File: config.mk
export PLATFORM = sky130hd
export DESIGN_NAME = pwm_deadband
export DESIGN_NICKNAME = d
export VERILOG_FILES = /design/src/rtl/pwm_db_pkg.sv /design/src/rtl/db_edge_delay.sv /design/src/rtl/db_delay_reg.sv /design/src/rtl/pwm_deadband.sv
export SDC_FILE = /design/constraint.sdc
export NUM_CORES = 1
export LEC_CHECK = 0
export ABC_AREA = 0
export BUFFER_PORTS_ARGS = -buffer_cell sky130_fd_sc_hd__buf_2
export CORE_UTILIZATION = 40
export DETAILED_ROUTE_END_ITERATION = 8
export SLEW_MARGIN = 20
export SYNTH_ARGS = -nofsm -noshare
export SYNTH_HDL_FRONTEND = slang
export SYNTH_SLANG_ARGS = --single-unit
File: constraint.sdc
create_clock -name clk -period 2.4 [get_ports clk]
set_input_delay 0.12 -clock clk [delete_from_list [all_inputs] [get_ports clk]]
set_output_delay 0.12 -clock clk [all_outputs]
set_load 0.01 [all_outputs]
File: src/rtl/pwm_db_pkg.sv
package pwm_db_pkg;

  typedef enum logic [1:0] {
    LD_ZERO   = 2'b00,
    LD_PRD    = 2'b01,
    LD_EITHER = 2'b10,
    LD_FREEZE = 2'b11
  } load_mode_e;

  // control word, MSB first: bits 11..0
  typedef struct packed {
    logic       fall_imm;   // 11
    logic       rise_imm;   // 10
    load_mode_e fall_ld;    // 9:8
    load_mode_e rise_ld;    // 7:6
    logic [1:0] pol;        // 5:4
    logic [1:0] out_mode;   // 3:2
    logic [1:0] in_mode;    // 1:0
  } db_ctl_t;

  localparam int CTL_W = $bits(db_ctl_t);

  localparam logic [1:0] ADDR_CTL  = 2'd0;
  localparam logic [1:0] ADDR_RISE = 2'd1;
  localparam logic [1:0] ADDR_FALL = 2'd2;

endpackage

File: src/rtl/db_edge_delay.sv
// Delays one edge direction by dly clocks; the other edge passes at once.
// ACT_LOW=0 delays rising edges, ACT_LOW=1 delays falling edges.
module db_edge_delay #(
  parameter int DW      = 10,
  parameter bit ACT_LOW = 1'b0
) (
  input  logic          clk,
  input  logic          rst,
  input  logic          din,
  input  logic [DW-1:0] dly,
  output logic          dout
);
  logic          x;
  logic [DW-1:0] run;

  assign x = din ^ ACT_LOW;

  // run = consecutive asserted samples seen before this one (saturating)
  always_ff @(posedge clk) begin
    if (rst || !x) run <= '0;
    else if (run != {DW{1'b1}}) run <= run + 1'b1;
  end

  assign dout = (x && (run >= dly)) ^ ACT_LOW;

  a_r5_run_clears: assert property (@(posedge clk) disable iff (rst)
    !x |=> (run == '0));

endmodule

File: src/rtl/db_delay_reg.sv
// Active/shadow pair for one delay count.
module db_delay_reg
  import pwm_db_pkg::*;
#(
  parameter int DW = 10
) (
  input  logic          clk,
  input  logic          rst,
  input  logic          wr_en,
  input  logic [DW-1:0] wr_data,
  input  logic          imm,
  input  load_mode_e    ld_mode,
  input  logic          cnt_zero,
  input  logic          cnt_period,
  output logic [DW-1:0] active
);
  logic [DW-1:0] shadow;
  logic          load;

  always_comb begin
    unique case (ld_mode)
      LD_ZERO:   load = cnt_zero;
      LD_PRD:    load = cnt_period;
      LD_EITHER: load = cnt_zero | cnt_period;
      default:   load = 1'b0;
    endcase
  end

  always_ff @(posedge clk) begin
    if (rst) begin
      shadow <= '0;
      active <= '0;
    end else begin
      if (wr_en) shadow <= wr_data;
      if (imm && wr_en) active <= wr_data;
      else if (!imm && load) active <= shadow;
    end
  end

  a_r10_freeze_hold: assert property (@(posedge clk) disable iff (rst)
    (!imm && ld_mode == LD_FREEZE) |=> $stable(active));

  a_r9_load_on_zero: assert property (@(posedge clk) disable iff (rst)
    (!imm && ld_mode == LD_ZERO && cnt_zero) |=> (active == $past(shadow)));

  a_r11_imm_write: assert property (@(posedge clk) disable iff (rst)
    (imm && wr_en) |=> (active == $past(wr_data) && shadow == $past(wr_data)));

endmodule

File: src/rtl/pwm_deadband.sv
module pwm_deadband
  import pwm_db_pkg::*;
#(
  parameter int DW     = 10,
  parameter int AW     = 2,
  parameter int DATA_W = CTL_W
) (
  input  logic              clk,
  input  logic              rst,
  input  logic              bus_wr,
  input  logic [AW-1:0]     bus_addr,
  input  logic [DATA_W-1:0] bus_wdata,
  input  logic              cnt_zero,
  input  logic              cnt_period,
  input  logic              pwm_a_in,
  input  logic              pwm_b_in,
  output logic              pwm_a_out,
  output logic              pwm_b_out
);
  localparam int NPATH = 2;   // 0: rising-edge path, 1: falling-edge path

  db_ctl_t       ctl;
  logic [DW-1:0] act_dly [NPATH];
  logic          src     [NPATH];
  logic          dly_out [NPATH];
  logic          nxt_a, nxt_b;

  always_ff @(posedge clk) begin
    if (rst) ctl <= '0;
    else if (bus_wr && bus_addr == AW'(ADDR_CTL)) ctl <= db_ctl_t'(bus_wdata[CTL_W-1:0]);
  end

  assign src[0] = ctl.in_mode[0] ? pwm_b_in : pwm_a_in;
  assign src[1] = ctl.in_mode[1] ? pwm_b_in : pwm_a_in;

  for (genvar g = 0; g < NPATH; g++) begin : g_path
    logic wr_hit;
    assign wr_hit = bus_wr && (bus_addr == AW'(ADDR_RISE) + AW'(g));

    db_delay_reg #(.DW(DW)) u_reg (
      .clk       (clk),
      .rst       (rst),
      .wr_en     (wr_hit),
      .wr_data   (bus_wdata[DW-1:0]),
      .imm       ((g == 0) ? ctl.rise_imm : ctl.fall_imm),
      .ld_mode   ((g == 0) ? ctl.rise_ld : ctl.fall_ld),
      .cnt_zero  (cnt_zero),
      .cnt_period(cnt_period),
      .active    (act_dly[g])
    );

    db_edge_delay #(.DW(DW), .ACT_LOW(g == 1)) u_dly (
      .clk (clk),
      .rst (rst),
      .din (src[g]),
      .dly (act_dly[g]),
      .dout(dly_out[g])
    );
  end

  always_comb begin
    if (ctl.out_mode == 2'b00) begin
      nxt_a = pwm_a_in;
      nxt_b = pwm_b_in;
    end else begin
      nxt_a = (ctl.out_mode[1] ? dly_out[0] : pwm_a_in) ^ ctl.pol[0];
      nxt_b = (ctl.out_mode[0] ? dly_out[1] : pwm_b_in) ^ ctl.pol[1];
    end
  end

  always_ff @(posedge clk) begin
    if (rst) begin
      pwm_a_out <= 1'b0;
      pwm_b_out <= 1'b0;
    end else begin
      pwm_a_out <= nxt_a;
      pwm_b_out <= nxt_b;
    end
  end

  a_r2_bypass: assert property (@(posedge clk) disable iff (rst)
    (ctl.out_mode == 2'b00) |=> (pwm_a_out == $past(pwm_a_in) && pwm_b_out == $past(pwm_b_in)));

  a_r3_no_early_rise: assert property (@(posedge clk) disable iff (rst)
    (ctl.out_mode == 2'b11 && ctl.in_mode == 2'b00 && ctl.pol == 2'b00 && !pwm_a_in) |=> !pwm_a_out);

  a_r4_no_early_fall: assert property (@(posedge clk) disable iff (rst)
    (ctl.out_mode == 2'b11 && ctl.in_mode == 2'b00 && ctl.pol == 2'b00 && pwm_a_in) |=> pwm_b_out);

endmodule

# After elaboration in Yosys (flattened, before gate mapping)
# Cells that the tools add are included.
# totals
ff_bits	74
out_inout_bits	2
elab_cells	64
# classes
n_lt_le_gt_ge	2
eq_ne	8
bitwise_logic	5
muxes	12
reduce_logical	20
addsub	2
# op_table
operator	n
$mux 10	4
$add 10x1->10 const B	2
$ge 10x10->1	2
$ne 10x10->1 const B	2
$logic_and 1x1->1	9
$logic_not 2->1	4
$eq 2x1->1 const B	3
$eq 2x2->1 const B	3
$mux 1	6
$pmux 1 s3	2
$reduce_bool 2->1	2
$logic_not 1->1	3
$logic_or 1x1->1	2
$not 1->1	2
$xor 1x1->1	2
$or 1x1->1	1

# Longest topological paths before layout
# logic_depth
ltp_word	7
mapped_depth	9
mapped_depth_nobuf	9

# Modules after synthesis
# From an unflattened synthesis, not the netlist that was laid out.
# unflattened
cells_unflattened	395
area_unflattened_um2	3697.3
# modules_own_cells
module	area_per_inst_um2	n_inst	seq_area_each_um2	cells_per_inst
db_delay_reg	839.6	2	400.4	83
db_edge_delay at g_path[1].u_dly	716.9	1	200.2	88
db_edge_delay at g_path[0].u_dly	710.7	1	200.2	85
pwm_deadband	590.6	1	280.3	56

# Worst setup path before layout
# No wires, ideal clock.
# synth_timing
path_kind	register -> register
start	reg g_path[0].u_dly.run[0]
end	reg pwm_a_out
setup_ns	0.067
path_slack_ns	0.544
t_arrival_ns	1.789
path_stages_with_launch	10
path_cell_list	dfxtp_1 inv_1 ha_1 nand2b_1 a211oi_1 nor3_1 a2bb2oi_1 a21oi_1 mux2_4 a21oi_2
# synth_between
elab_chain_len	5
# synth_lines
element	line	rtl
from (decl)	db_edge_delay.sv:14	logic [DW-1:0] run;
from (signal assigned)	db_edge_delay.sv:21	else if (run != {DW{1'b1}}) run <= run + 1'b1;
$ge 10x10->1	db_edge_delay.sv:24	assign dout = (x && (run >= dly)) ^ ACT_LOW;
$logic_and 1x1->1	db_edge_delay.sv:24	
$mux 1	pwm_deadband.sv:66	nxt_a = (ctl.out_mode[1] ? dly_out[0] : pwm_a_in) ^ ctl.pol[0];
$xor 1x1->1	pwm_deadband.sv:66	
$mux 1	pwm_deadband.sv:62	if (ctl.out_mode == 2'b00) begin
to (signal assigned)	pwm_deadband.sv:76	pwm_a_out <= nxt_a;
to (decl)	pwm_deadband.sv:17	output logic pwm_a_out,
# No other way between the ends.
# A chain may end at the register's enable or synchronous reset.

# Worst setup path in the final report
# Ends and elaborated chain as after synthesis.

==> results.md <==
* Crit path time final at approximately 2.0 ns
* Largest family of logic cells by synthesized area: simple AND/OR/NAND/NOR gates
* Area of the core at 8810 um2
* Max Cap Viol at 0
* CTS resizes at 0
* Yosys Warn Count at 0
* Post-CTS Setup Bufs at 0
* Post-synthesis adder-cell area fraction at 7.52%
* Largest net degree at the start of global routing at 35
* All-Layer GR Usage at between 10% and 20%
* Ant diodes at 0
* Cells after Synth at 428
* Sw Ratio at 25.3%
* Design Area, Final at slightly above 4000 um2
* Post-synth cell types at 49
* Synthesis-to-layout area growth at 11.4%
* Port bufs at 22
* Final antenna-violating net count at 0
* Crit Path Max Fanout at 5
* Outcome: finished, violations left
* Commonest non-fill, non-tap cell in the layout: nor2_1
* Critical Path Start Type: flop
* Syn avg cell area at 8.56 um2
* Switching power at 0.000640 W
* RSZ-0062 raised after global routing: no
* Critical path's largest stage delay at 0.41 ns
* Hold crit path type: input port to flop
* Post-synth EDFFs at 0
* Mux contribution to synthesized area at 8.61%
* Maximum VDD drop at 346 uV
* Fill count at 836
* Crit. End Element: flop
* Row cnt at 34
* Chip width at 97.7 um
* DP Area at 3880 um2
* # clock sinks at between 70 and 80
* Initial core utilization at roughly two fifths
* Final #Nets at 493
* Top-Level Pins at 23
* Initial antenna violation count at 0
* Worst path cell trace: inv_1, ha_1, nand2b_1, a211oi_1, nor3_1, a2bb2oi_1, a21oi_1, mux2_4, a21oi_2
* Top cells by area, synth: dfxtp_1, mux2i_1, nor2_1
* P_leak at between 1.5 and 2 nW
* Die Y at 97.7 um
* Xor/xnor share of the synthesized area at ~3.6%
* P per Cell Area at 622 nW/um2
* Final Setup Violations at 0
* Syn nets at 471
* Top FF cell, synth: dfxtp_1
* R2R cell count at 9
* Clk_lat worst skew at 0.35 ns
* WS Path Type: flop to flop
* Clock Tree Buf Depth at 2
* FF+latch count, synth at 74
* Most frequent cells in the layout: nor2_1, dfxtp_1, nand2_1, mux2i_1, a21oi_1
* Cell family with most CP delay: compound AO/OA/AOI/OAI gates
* Area of the multi-input gates at between 2000 and 2500 um2
* R2R Setup Slk at 0.44 ns
* Post-Synth Simple-Gate Area at around 21%
* Async set-reset flop share out of synthesis at 0%
* DRT Pass-1 Iters at 6
* Number of global-route vias before repair at 2761
* # DRC at 2
* Sequential area share after synthesis at 40.5%
* Bufs and invs on worst path at 1
* Endpoints failing hold at 0
* Sequential Power Share at between 50% and 60%
* Total grt overflow at 0
* # hold bufs at CTS at 0
* Reg2reg start: g_path[0].u_dly.run[0]
* GP Congestion at roughly 0.75
* Final worst-path cycle share at 81.8%
* Via density at 5.18
* Violated checks: design-rule violations
* Yosys top cell area share at 40.5%
* Synth area leader: dfxtp_1
* Synth Cell Area at 3660 um2
* First-pass GRT wire length at 13400 um
* Final HPWL DP at around 5600 um
* Clock power share at 39.7%
* Combinational Power Share at 9.5%
* Worst path depth at 9
* Layout cells sized above 1 at 13.4%
* Compound-Gate Fraction of Synth Area at 13.6%
* Routed wire length at ~7800 um
* Max_slew headroom at 58.0%
* WL per Instance at around 14 um
* Storage cell area at 1480 um2
* Hold slack final at 0.0101 ns
* Critical path required time at 2.68 ns
* Final Slew Violations at 0
* Slowest cell on the critical path: dfxtp_1
* Worst Setup EP: pwm_a_out
* CTS tree: built
* Vias at 2911
* Arrival @ worst endpoint at 2.24 ns
* Highest Clock Rate at 509 MHz
* Clock Skews at 0.0122 ns
* Internal power at 0.00190 W
* CTS root buf: clkbuf_8
* Drt initial violations at between 100 and 150
* Crit path from: g_path[0].u_dly.run[0]
* Die Area at between 9000 and 10000 um2
* H-tree Lvls at 3
* Setup TNS at 0 ns
* Worst-margin pin slew at 0.630 ns
* Inserted Clock Buffers at 9
* RR Endpoint: pwm_a_out
* CTS clk-pin slew, worst paths at approximately 0.080 ns
flip-flops by register name, summed over array words and instances (netlist names):
register,cells
ctl,12
g_path.u_dly.run,20
g_path.u_reg.active,20
g_path.u_reg.shadow,20
pwm_a_out,1
pwm_b_out,1
per-layer routing:
layer	GRT usage (%)	vias to the layer above	routed length [um]
met2	27.6	49	3440
met5	0	-	0
met1	24.3	1357	4000
met4	6.29	0	90
met3	2.66	8	244
li1	-	1497	-
worst min-delay path by stage:
stage | startpoint | to | slack, ns | cells after the start
floorplan | bus_wdata[0] | g_path[0].u_reg.shadow[0] | 0.26 | 2
detailed placement | bus_wdata[10] | ctl[10] | 0.37 | 3
CTS | bus_wdata[11] | ctl[11] | 0.005 | 3
global route | bus_wdata[10] | ctl[10] | 0.02 | 3
finish | bus_wdata[11] | ctl[11] | 0.01 | 3
global placement | bus_wdata[11] | ctl[11] | 0.35 | 3
worst min-delay path, stage by stage:
cell	delay [ns]
buf_2	0.08
a21oi_1	0.05
nor2_1	0.07
cell usage after synthesis (6+ instances only):
master	n
a21oi_1	29
inv_1	27
dfxtp_1	74
xor2_1	9
ha_1	22
nand3_1	9
a311oi_1	7
nand2_1	51
nor2_1	75
mux2i_1	30
clkbuf_1	10
xnor2_1	6
a211oi_2	7
cell type report:
type,count,area share (%)
clock inverter,4,1.26
tap,108,3.31
sequential,74,36.3
timing repair buffer,27,3.62
multi-input combinational,310,49.2
clock buffer,11,3.71
inverter,28,2.58
power groups by stage:
stage / Sequential [W] / Combinational, W / Clock [W]
2_1_floorplan: 0.00131 / 0.000167 / 0
3_3_place_gp: 0.00132 / 0.000237 / 0
3_5_place_dp: 0.00132 / 0.000241 / 0
4_1_cts: 0.00129 / 0.000242 / 0.00102
5_1_grt: 0.00129 / 0.000270 / 0.00107
6_report: 0.00129 / 0.000241 / 0.00101
logic make-up (layout without fill, tap and decap cells):
logic type | Yosys count | in the layout
AO/OA/AOI/OAI | 69 | 69
XOR/XNOR | 15 | 15
adder cells (fa/ha/maj) | 22 | 22
buffers and inverters | 44 | 70
flip-flops | 74 | 74
multiplexers | 31 | 31
AND/OR/NAND/NOR | 173 | 173
through the flow:
stage	instances	worst slack, ns	total power [W]	util, %
floorplan	428	0.544	0.00148	-
global placement	547	0.469	0.00155	44.0
detailed placement	547	0.449	0.00156	44.0
CTS	562	0.430	0.00255	46.3
global route	562	0.305	0.00263	46.3
finish	562	0.437	0.00254	46.3
(Power assumes the default switching activity.)
